**src/rtl/memwin_pkg.sv**
```systemverilog
package memwin_pkg;

  localparam int NWIN  = 3;
  localparam int WINW  = 2;
  localparam int SZW   = 4;
  localparam int SZ_LO = 10;
  localparam int ALN_N = 4;
  localparam int ALN_W = 7;

  typedef enum logic [1:0] {
    ST_IDLE  = 2'd0,
    ST_ISSUE = 2'd1,
    ST_WAIT  = 2'd2,
    ST_RESP  = 2'd3
  } xl_state_t;

  // Host base of each aperture; window 2 moves with the generation.
  function automatic logic [31:0] win_base(input int idx, input logic wide);
    case (idx)
      0:       return 32'h0001_B800;
      1:       return 32'h0002_8000;
      default: return wide ? 32'h0006_0000 : 32'h0003_0000;
    endcase
  endfunction

  // Largest size code, log2(bytes) - SZ_LO.
  function automatic logic [SZW-1:0] win_maxsz(input int idx, input logic wide);
    case (idx)
      0:       return SZW'(1);
      1:       return SZW'(5);
      default: return wide ? SZW'(7) : SZW'(6);
    endcase
  endfunction

endpackage

```
**src/rtl/memwin_regs.sv**
```systemverilog
module memwin_regs
  import memwin_pkg::*;
#(
  parameter int CAW = 32,
  parameter int PFW = 3
) (
  input  logic                       clk,
  input  logic                       rst_n,
  input  logic                       wide_mode,
  input  logic                       cfg_we,
  input  logic [WINW-1:0]            cfg_win,
  input  logic                       cfg_field,
  input  logic [CAW-1:0]             cfg_wdata,
  output logic [CAW-1:0]             cfg_rdata,
  output logic [NWIN-1:0][CAW-1:0]   pos_o,
  output logic [NWIN-1:0][PFW-1:0]   pf_o,
  output logic [NWIN-1:0][SZW-1:0]   sz_o
);

  logic [CAW-1:0] align_mask;
  assign align_mask = wide_mode ? {{(CAW-ALN_W){1'b1}}, {ALN_W{1'b0}}}
                                : {{(CAW-ALN_N){1'b1}}, {ALN_N{1'b0}}};

  for (genvar w = 0; w < NWIN; w++) begin : g_win
    logic [CAW-1:0] pos_q;
    logic [PFW-1:0] pf_q;
    logic [SZW-1:0] shrink_q;
    logic [SZW-1:0] maxsz;
    logic           sel;

    assign maxsz = win_maxsz(w, wide_mode);
    assign sel   = cfg_we && (cfg_win == WINW'(w));

    // The size is kept as a distance below the largest code, so reset is constant.
    always_ff @(posedge clk or negedge rst_n) begin
      if (!rst_n) begin
        pos_q    <= '0;
        pf_q     <= '0;
        shrink_q <= '0;
      end else if (sel) begin
        if (cfg_field) begin
          pos_q <= cfg_wdata & align_mask;
          pf_q  <= wide_mode ? cfg_wdata[PFW-1:0] : '0;
        end else begin
          shrink_q <= (cfg_wdata[SZW-1:0] >= maxsz) ? '0 : (maxsz - cfg_wdata[SZW-1:0]);
        end
      end
    end

    assign pos_o[w] = pos_q;
    assign pf_o[w]  = pf_q;
    assign sz_o[w]  = maxsz - shrink_q;

    AST_POS_ALIGN: assert property (@(posedge clk) disable iff (!rst_n)
      pos_q[ALN_N-1:0] == '0);
    AST_PF_NARROW: assert property (@(posedge clk) disable iff (!rst_n)
      (sel && cfg_field && !wide_mode) |=> (pf_q == '0));
    AST_SZ_LIMIT: assert property (@(posedge clk) disable iff (!rst_n)
      (sel && !cfg_field) |=> (sz_o[w] <= maxsz));
  end

  always_comb begin
    cfg_rdata = '0;
    for (int w = 0; w < NWIN; w++) begin
      if (cfg_win == WINW'(w)) begin
        cfg_rdata = cfg_field ? (pos_o[w] | CAW'(pf_o[w])) : CAW'(sz_o[w]);
      end
    end
  end

endmodule

```
**src/rtl/memwin_decode.sv**
```systemverilog
module memwin_decode
  import memwin_pkg::*;
#(
  parameter int HAW = 20,
  parameter int CAW = 32,
  parameter int PFW = 3
) (
  input  logic                       wide_mode,
  input  logic [HAW-1:0]             h_addr,
  input  logic [NWIN-1:0][CAW-1:0]   pos_i,
  input  logic [NWIN-1:0][PFW-1:0]   pf_i,
  input  logic [NWIN-1:0][SZW-1:0]   sz_i,
  output logic [NWIN-1:0]            hit_o,
  output logic                       err_o,
  output logic [CAW-1:0]             addr_o,
  output logic [PFW-1:0]             pf_o
);

  localparam int XW = HAW + 1;

  logic [NWIN-1:0][CAW-1:0] xl;

  for (genvar w = 0; w < NWIN; w++) begin : g_dec
    logic [XW-1:0] base;
    logic [XW-1:0] off;
    logic [XW-1:0] span;

    assign base     = XW'(win_base(w, wide_mode));
    assign off      = {1'b0, h_addr} - base;
    assign span     = XW'(1) << (32'(sz_i[w]) + SZ_LO);
    assign hit_o[w] = ({1'b0, h_addr} >= base) && (off < span);
    assign xl[w]    = pos_i[w] + CAW'(off);
  end

  always_comb begin
    addr_o = '0;
    pf_o   = '0;
    for (int w = NWIN - 1; w >= 0; w--) begin
      if (hit_o[w]) begin
        addr_o = xl[w];
        pf_o   = pf_i[w];
      end
    end
  end

  assign err_o = (h_addr[1:0] != 2'b00) || (hit_o == '0);

endmodule

```
**src/rtl/memwin_ctrl.sv**
```systemverilog
module memwin_ctrl
  import memwin_pkg::*;
#(
  parameter int CAW = 32,
  parameter int DW  = 32,
  parameter int PFW = 3
) (
  input  logic           clk,
  input  logic           rst_n,
  input  logic           h_valid,
  output logic           h_ready,
  input  logic           h_write,
  input  logic [DW-1:0]  h_wdata,
  input  logic           dec_err,
  input  logic [CAW-1:0] dec_addr,
  input  logic [PFW-1:0] dec_pf,
  output logic           rsp_valid,
  input  logic           rsp_ready,
  output logic [DW-1:0]  rsp_data,
  output logic           rsp_err,
  output logic           c_valid,
  input  logic           c_ready,
  output logic           c_write,
  output logic [CAW-1:0] c_addr,
  output logic [PFW-1:0] c_pf,
  output logic [DW-1:0]  c_wdata,
  input  logic           c_rvalid,
  input  logic [DW-1:0]  c_rdata
);

  xl_state_t      st_q;
  logic           wr_q;
  logic           err_q;
  logic [CAW-1:0] addr_q;
  logic [PFW-1:0] pf_q;
  logic [DW-1:0]  wdata_q;
  logic [DW-1:0]  rdata_q;
  logic           acc;

  assign h_ready = (st_q == ST_IDLE);
  assign acc     = h_valid && h_ready;

  always_ff @(posedge clk or negedge rst_n) begin
    if (!rst_n) begin
      st_q    <= ST_IDLE;
      wr_q    <= 1'b0;
      err_q   <= 1'b0;
      addr_q  <= '0;
      pf_q    <= '0;
      wdata_q <= '0;
      rdata_q <= '0;
    end else begin
      case (st_q)
        ST_IDLE: if (acc) begin
          wr_q    <= h_write;
          err_q   <= dec_err;
          addr_q  <= dec_addr;
          pf_q    <= dec_pf;
          wdata_q <= h_wdata;
          rdata_q <= '0;
          st_q    <= dec_err ? ST_RESP : ST_ISSUE;
        end
        ST_ISSUE: if (c_ready) st_q <= wr_q ? ST_RESP : ST_WAIT;
        ST_WAIT: if (c_rvalid) begin
          rdata_q <= c_rdata;
          st_q    <= ST_RESP;
        end
        default: if (rsp_ready) st_q <= ST_IDLE;
      endcase
    end
  end

  assign c_valid   = (st_q == ST_ISSUE);
  assign c_write   = wr_q;
  assign c_addr    = addr_q;
  assign c_pf      = pf_q;
  assign c_wdata   = wdata_q;
  assign rsp_valid = (st_q == ST_RESP);
  assign rsp_data  = rdata_q;
  assign rsp_err   = err_q;

  AST_CREQ_HOLD: assert property (@(posedge clk) disable iff (!rst_n)
    (c_valid && !c_ready) |=> (c_valid && $stable(c_addr) && $stable(c_wdata) && $stable(c_write)));
  AST_RSP_HOLD: assert property (@(posedge clk) disable iff (!rst_n)
    (rsp_valid && !rsp_ready) |=> (rsp_valid && $stable(rsp_data) && $stable(rsp_err)));
  AST_ERR_NOFWD: assert property (@(posedge clk) disable iff (!rst_n)
    (acc && dec_err) |=> (rsp_valid && rsp_err && !c_valid));
  AST_ERR_ZERO: assert property (@(posedge clk) disable iff (!rst_n)
    (rsp_valid && rsp_err) |-> (rsp_data == '0));
  AST_WR_CLEAN: assert property (@(posedge clk) disable iff (!rst_n)
    (c_valid && c_ready && c_write) |=> (rsp_valid && !rsp_err && rsp_data == '0));

endmodule

```
**src/rtl/memwin_xlate.sv**
```systemverilog
module memwin_xlate
  import memwin_pkg::*;
#(
  parameter int HAW = 20,
  parameter int CAW = 32,
  parameter int DW  = 32,
  parameter int PFW = 3
) (
  input  logic            clk,
  input  logic            rst_n,
  input  logic            wide_mode,
  input  logic            cfg_we,
  input  logic [WINW-1:0] cfg_win,
  input  logic            cfg_field,
  input  logic [CAW-1:0]  cfg_wdata,
  output logic [CAW-1:0]  cfg_rdata,
  input  logic            h_valid,
  output logic            h_ready,
  input  logic            h_write,
  input  logic [HAW-1:0]  h_addr,
  input  logic [DW-1:0]   h_wdata,
  output logic            rsp_valid,
  input  logic            rsp_ready,
  output logic [DW-1:0]   rsp_data,
  output logic            rsp_err,
  output logic            c_valid,
  input  logic            c_ready,
  output logic            c_write,
  output logic [CAW-1:0]  c_addr,
  output logic [PFW-1:0]  c_pf,
  output logic [DW-1:0]   c_wdata,
  input  logic            c_rvalid,
  input  logic [DW-1:0]   c_rdata
);

  logic [NWIN-1:0][CAW-1:0] pos;
  logic [NWIN-1:0][PFW-1:0] pf;
  logic [NWIN-1:0][SZW-1:0] sz;
  logic [NWIN-1:0]          hit;
  logic                     dec_err;
  logic [CAW-1:0]           dec_addr;
  logic [PFW-1:0]           dec_pf;

  memwin_regs #(.CAW(CAW), .PFW(PFW)) u_regs (
    .clk       (clk),
    .rst_n     (rst_n),
    .wide_mode (wide_mode),
    .cfg_we    (cfg_we),
    .cfg_win   (cfg_win),
    .cfg_field (cfg_field),
    .cfg_wdata (cfg_wdata),
    .cfg_rdata (cfg_rdata),
    .pos_o     (pos),
    .pf_o      (pf),
    .sz_o      (sz)
  );

  memwin_decode #(.HAW(HAW), .CAW(CAW), .PFW(PFW)) u_dec (
    .wide_mode (wide_mode),
    .h_addr    (h_addr),
    .pos_i     (pos),
    .pf_i      (pf),
    .sz_i      (sz),
    .hit_o     (hit),
    .err_o     (dec_err),
    .addr_o    (dec_addr),
    .pf_o      (dec_pf)
  );

  memwin_ctrl #(.CAW(CAW), .DW(DW), .PFW(PFW)) u_ctrl (
    .clk       (clk),
    .rst_n     (rst_n),
    .h_valid   (h_valid),
    .h_ready   (h_ready),
    .h_write   (h_write),
    .h_wdata   (h_wdata),
    .dec_err   (dec_err),
    .dec_addr  (dec_addr),
    .dec_pf    (dec_pf),
    .rsp_valid (rsp_valid),
    .rsp_ready (rsp_ready),
    .rsp_data  (rsp_data),
    .rsp_err   (rsp_err),
    .c_valid   (c_valid),
    .c_ready   (c_ready),
    .c_write   (c_write),
    .c_addr    (c_addr),
    .c_pf      (c_pf),
    .c_wdata   (c_wdata),
    .c_rvalid  (c_rvalid),
    .c_rdata   (c_rdata)
  );

  AST_ONE_WIN: assert property (@(posedge clk) disable iff (!rst_n)
    $onehot0(hit));
  AST_BUSY_NOACC: assert property (@(posedge clk) disable iff (!rst_n)
    (c_valid || rsp_valid) |-> !h_ready);

endmodule

```
**config.mk**
```make
export PLATFORM = sky130hd
export DESIGN_NAME = memwin_xlate
export DESIGN_NICKNAME = d
export VERILOG_FILES = /design/src/rtl/memwin_pkg.sv /design/src/rtl/memwin_regs.sv /design/src/rtl/memwin_decode.sv /design/src/rtl/memwin_ctrl.sv /design/src/rtl/memwin_xlate.sv
export SDC_FILE = /design/constraint.sdc
export NUM_CORES = 1
export LEC_CHECK = 0
export BUFFER_PORTS_ARGS = -buffer_cell sky130_fd_sc_hd__buf_2
export CAP_MARGIN = 30
export CORE_ASPECT_RATIO = 1.5
export CORE_UTILIZATION = 53
export CTS_BUF_LIST = sky130_fd_sc_hd__clkbuf_2
export DETAILED_ROUTE_END_ITERATION = 16
export HOLD_SLACK_MARGIN = 0.05
export PLACE_DENSITY = 0.79
export SLEW_MARGIN = 20
export SYNTH_ARGS = -nofsm -noshare
export SYNTH_HDL_FRONTEND = slang
export SYNTH_SLANG_ARGS = --single-unit
export TNS_END_PERCENT = 30
```
**constraint.sdc**
```tcl
create_clock -name clk -period 4.35 [get_ports clk]
set_input_delay 0.87 -clock clk [delete_from_list [all_inputs] [get_ports clk]]
set_output_delay 0.87 -clock clk [all_outputs]
set_load 0.01 [all_outputs]
```
==> run_summary.xml <==
<?xml version="1.0" encoding="UTF-8"?>
<metrics>
  <group name="status">
    <metric name="status" unit="">finished, final reports clean</metric>
  </group>
  <group name="synth">
    <metric name="post-synth-top-area-fraction" unit="%">35.6</metric>
    <metric name="synth.yosys.warnings" unit="">0</metric>
    <metric name="synth_top_area_cell" unit="">sky130_fd_sc_hd__dfrtp_1</metric>
    <metric name="ys_seq_elements" unit="">208</metric>
    <metric name="synth_area_per_cell" unit="um^2">8.80</metric>
    <metric name="synth.top_cells.by_area" unit="">sky130_fd_sc_hd__dfrtp_1 (36%), sky130_fd_sc_hd__ha_1 (12%), sky130_fd_sc_hd__nand2_1 (8.3%)</metric>
    <metric name="yosysSeqAreaShare" unit="%">35.6</metric>
    <metric name="asyncSetResetFlopFracSynth" unit="%">100</metric>
    <metric name="post_synth_num_cell_types" unit="">70</metric>
    <metric name="synthesis.area" unit="um^2">14600</metric>
    <metric name="ys_dominant_reg_cell" unit="">sky130_fd_sc_hd__dfrtp_1</metric>
    <metric name="post_synth_inst_count" unit="">1663</metric>
    <metric name="synth-edff-count" unit="">0</metric>
  </group>
  <group name="placement">
    <metric name="gpl.final_weighted_congestion" unit="">1.06</metric>
    <metric name="post-place-cells" unit="">2263</metric>
    <metric name="numPortBuffers" unit="">263</metric>
    <metric name="post-dp-hpwl" unit="um">37800</metric>
  </group>
  <group name="worst_setup_path">
    <metric name="setup.worst_path.class" unit="">flip-flop to flip-flop</metric>
    <metric name="cpPeakStageDelay" unit="ps">430</metric>
    <metric name="critPathCaptureType" unit="">flip-flop</metric>
    <metric name="cpMostUsedCell" unit="">sky130_fd_sc_hd__ha_4</metric>
    <metric name="worst-path-max-fanout" unit="">15</metric>
    <metric name="arrival" unit="ps">4760</metric>
    <metric name="crit_path_max_delay_cell_type" unit="">sky130_fd_sc_hd__dfrtp_1</metric>
    <metric name="critPathRequiredTime" unit="ps">5090</metric>
    <metric name="critPathLaunchType" unit="">flip-flop</metric>
    <metric name="critical_path.cell_chain" unit="">ha_4 -&gt; ha_4 -&gt; xor2_2 -&gt; inv_2 -&gt; ha_4 -&gt; nor3_1 -&gt; buf_4 -&gt; nand2_1 -&gt; ha_1 -&gt; a21oi_1 -&gt; o21ai_0 -&gt; a221oi_1 -&gt; o221ai_1 -&gt; a211oi_2 -&gt; buf_12 -&gt; o21ai_0 -&gt; o211a_1 -&gt; a211oi_1</metric>
  </group>
  <group name="min_path">
    <metric name="min-delay-path-class" unit="">input pin to flip-flop</metric>
  </group>
  <group name="timing">
    <metric name="fin_setup_tns" unit="ps">0</metric>
    <metric name="post_route_clock_period_utilization" unit="%">92.5</metric>
    <metric name="timing_hold_violations_final" unit="">0</metric>
    <metric name="grt_setup_unrepaired" unit="">no</metric>
    <metric name="clock_skew" unit="ps">87.7</metric>
    <metric name="report.final.slew_viol_count" unit="">0</metric>
    <metric name="worstMarginPinSlew" unit="ps">793</metric>
    <metric name="timing.fmax" unit="GHz">0.249</metric>
    <metric name="holdWs" unit="ps">156</metric>
    <metric name="report.final.setup_viol" unit="">0</metric>
    <metric name="slew_headroom" unit="%">47.1</metric>
    <metric name="post-route-min-period" unit="ps">4020</metric>
  </group>
  <group name="power_and_ir_drop">
    <metric name="power.static_leakage" unit="nW">8.62</metric>
    <metric name="power.share.switching" unit="%">43.6</metric>
    <metric name="power.internal" unit="mW">4.82</metric>
    <metric name="power.share.combinational" unit="%">47.5</metric>
    <metric name="share_clk_of_total_power" unit="%">16.9</metric>
    <metric name="total_switching_power" unit="mW">3.73</metric>
    <metric name="power.ir.vdd_worst" unit="mV">0.472</metric>
    <metric name="power.sequential.fraction" unit="%">35.6</metric>
    <metric name="powerDensity" unit="nW/um^2">492</metric>
  </group>
  <group name="routing">
    <metric name="post_drt_wl_per_cell" unit="um">20.6</metric>
    <metric name="detail_route.vias_per_cell" unit="">6.06</metric>
    <metric name="drt-initial-drc-count" unit="">880</metric>
    <metric name="detail_route.drc_violations" unit="">0</metric>
    <metric name="drtPass1Iterations" unit="">9</metric>
    <metric name="final_routed_wirelength" unit="um">48600</metric>
    <metric name="detailroute.via_count" unit="">14300</metric>
    <metric name="antenna_left" unit="">0</metric>
  </group>
  <group name="cells_and_area">
    <metric name="layout_common_cells" unit="">sky130_fd_sc_hd__nand2_1 (321), sky130_fd_sc_hd__buf_2 (262), sky130_fd_sc_hd__dfrtp_1 (208)</metric>
    <metric name="number_of_fill_cells_in_the_layout" unit="">2354</metric>
    <metric name="layoutNonFillerInstCount" unit="">2359</metric>
    <metric name="finish.net_count" unit="">2242</metric>
    <metric name="finalCoreUtilization" unit="%">63.9</metric>
    <metric name="post_route_cells_drive_above_1_share" unit="%">24.3</metric>
    <metric name="flow.area_growth_from_synthesis" unit="%">18.8</metric>
    <metric name="most_common_cell_after_layout_fill_and_taps_aside" unit="">sky130_fd_sc_hd__nand2_1</metric>
  </group>
  <group name="clocking">
    <metric name="cts-resized-gates" unit="">0</metric>
    <metric name="clock_insertion_delay_worst_skew" unit="ps">940</metric>
    <metric name="root_buffer" unit="">sky130_fd_sc_hd__clkbuf_2</metric>
    <metric name="cts-htree-levels" unit="">2</metric>
    <metric name="cts-root-to-sink-buffers" unit="">3</metric>
    <metric name="cts.sinks" unit="">208</metric>
    <metric name="ctsHoldBuffers" unit="">0</metric>
    <metric name="cts_setup_buffers" unit="">0</metric>
    <metric name="clk_transition_reported_paths" unit="ps">140</metric>
    <metric name="tritoncts" unit="">built</metric>
    <metric name="cts-buffers-inserted" unit="">50</metric>
  </group>
  <group name="global_routing">
    <metric name="all_layer_global_routing_usage" unit="%">35.1</metric>
    <metric name="grt_max_degree" unit="">115</metric>
    <metric name="grt_antenna_before_repair" unit="">3</metric>
    <metric name="grt_remaining_overflow" unit="">0</metric>
    <metric name="grt_first_pass_wirelength" unit="um">74600</metric>
    <metric name="grt_pass1_vias" unit="">13800</metric>
  </group>
  <group name="floorplanning">
    <metric name="start_util" unit="%">53.7</metric>
    <metric name="die-height" unit="um">205</metric>
    <metric name="num_rows" unit="">74</metric>
    <metric name="dieArea" unit="um^2">28300</metric>
    <metric name="floorplan.io_pins" unit="">264</metric>
    <metric name="design.core.area" unit="um^2">27200</metric>
    <metric name="chipWidth" unit="um">138</metric>
  </group>
  <group name="run">
    <metric name="drv.max_cap_violation_count" unit="">0</metric>
  </group>
</metrics>
registers in the layout, summed over array words and instances (netlist names):
register / flops
u_regs.g_win.shrink_q: 12
u_ctrl.rsp_err: 1
u_ctrl.c_write: 1
u_ctrl.rsp_data: 32
u_ctrl.st_q: 2
u_regs.g_win.pos_q: 84
u_ctrl.c_wdata: 32
u_regs.g_win.pf_q: 9
u_ctrl.c_pf: 3
u_ctrl.c_addr: 32
synthesized netlist by cell type, types with 36 or more instances:
library cell	instances
sky130_fd_sc_hd__nor2_1	99
sky130_fd_sc_hd__xor2_1	36
sky130_fd_sc_hd__o21ai_0	82
sky130_fd_sc_hd__nand2_1	322
sky130_fd_sc_hd__inv_1	44
sky130_fd_sc_hd__ha_1	135
sky130_fd_sc_hd__nand3_1	52
sky130_fd_sc_hd__dfrtp_1	208
sky130_fd_sc_hd__a22o_1	36
sky130_fd_sc_hd__xnor2_1	39
sky130_fd_sc_hd__clkbuf_1	65
sky130_fd_sc_hd__mux2_2	53
sky130_fd_sc_hd__a21oi_1	85
metal layers:
layer / part of all wire (%) / global-route usage [%] / wire [um]
met1: 38 / 40.5 / 18500
met3: 6.7 / 6.11 / 3270
met4: 6.9 / 22.7 / 3360
met5: 0.029 / 0 / 14
met2: 48 / 59.0 / 23400
stage by stage:
| step | total power, mW | setup slack (ps) | area [um^2] |
|---|---|---|---|
| 2_1_floorplan | 5.44 | 21.1 | 14800 |
| 3_3_place_gp | 6.92 | -182 | 16800 |
| 3_5_place_dp | 7.05 | -255 | 16800 |
| 4_1_cts | 8.51 | 390 | 17300 |
| 5_1_grt | 9.15 | 5.88 | 17400 |
| 6_report | 8.55 | 327 | 17400 |
power by group through the flow:
| stage | clock, mW | sequential [mW] | combinational, mW |
|---|---|---|---|
| 3_5_place_dp | 0 | 3.05 | 4.00 |
| 4_1_cts | 1.48 | 3.02 | 4.01 |
| 2_1_floorplan | 0 | 3.09 | 2.34 |
| 6_report | 1.45 | 3.04 | 4.06 |
| 5_1_grt | 1.58 | 3.10 | 4.47 |
| 3_3_place_gp | 0 | 3.04 | 3.88 |
worst paths after layout:
kind	startpoint	slack, ps	end	cells after the start
worst max-delay path	u_regs.g_win[2].shrink_q[0]	330	u_ctrl.c_addr[24]	18
worst min-delay path	cfg_wdata[16]	160	u_regs.g_win[0].pos_q[16]	3
worst max register to register	u_regs.g_win[2].shrink_q[0]	330	u_ctrl.c_addr[24]	18
worst min register to register	u_ctrl.c_wdata[9]	480	u_ctrl.c_wdata[9]	2
max in group asynchronous	rst_n	2790	u_regs.g_win[2].shrink_q[2]	4
min in group asynchronous	rst_n	370	u_ctrl.c_wdata[1]	2
kinds of logic after synthesis:
kind of cell               count (synthesis)  share of synthesized area, %
AOI/OAI and AO/OA                        394                          18.4
xor gates and xnor gates                  75                          4.49
adders and majority gates                138                          12.0
buffers and inverters                    121                          3.20
DFF                                      208                          35.6
muxes                                     88                          6.56
other                                      1                        0.0256
and+or+nand+nor                          638                          19.7
layout make-up:
type	instances	area (um^2)	area share (%)
Clock buffer	61	305	1.76
Sequential cell	208	5200	29.9
Timing Repair Buffer	333	1970	11.3
Tap cell	342	428	2.46
Inverter	44	171	0.986
Antenna cell	2	5.00	0.0288
Clock inverter	30	210	1.21
Multi-Input combinational cell	1339	9090	52.3
worst max-delay path: cells and delay by family (launching register included):
kind	cells	cell delay (ps)
flops	1	430
buf+inv	3	450
fa+ha+maj	4	930
compound gates	8	1640
simple gates	2	270
xor+xnor	1	180
No activity file was read; power rests on OpenSTA's default activity.
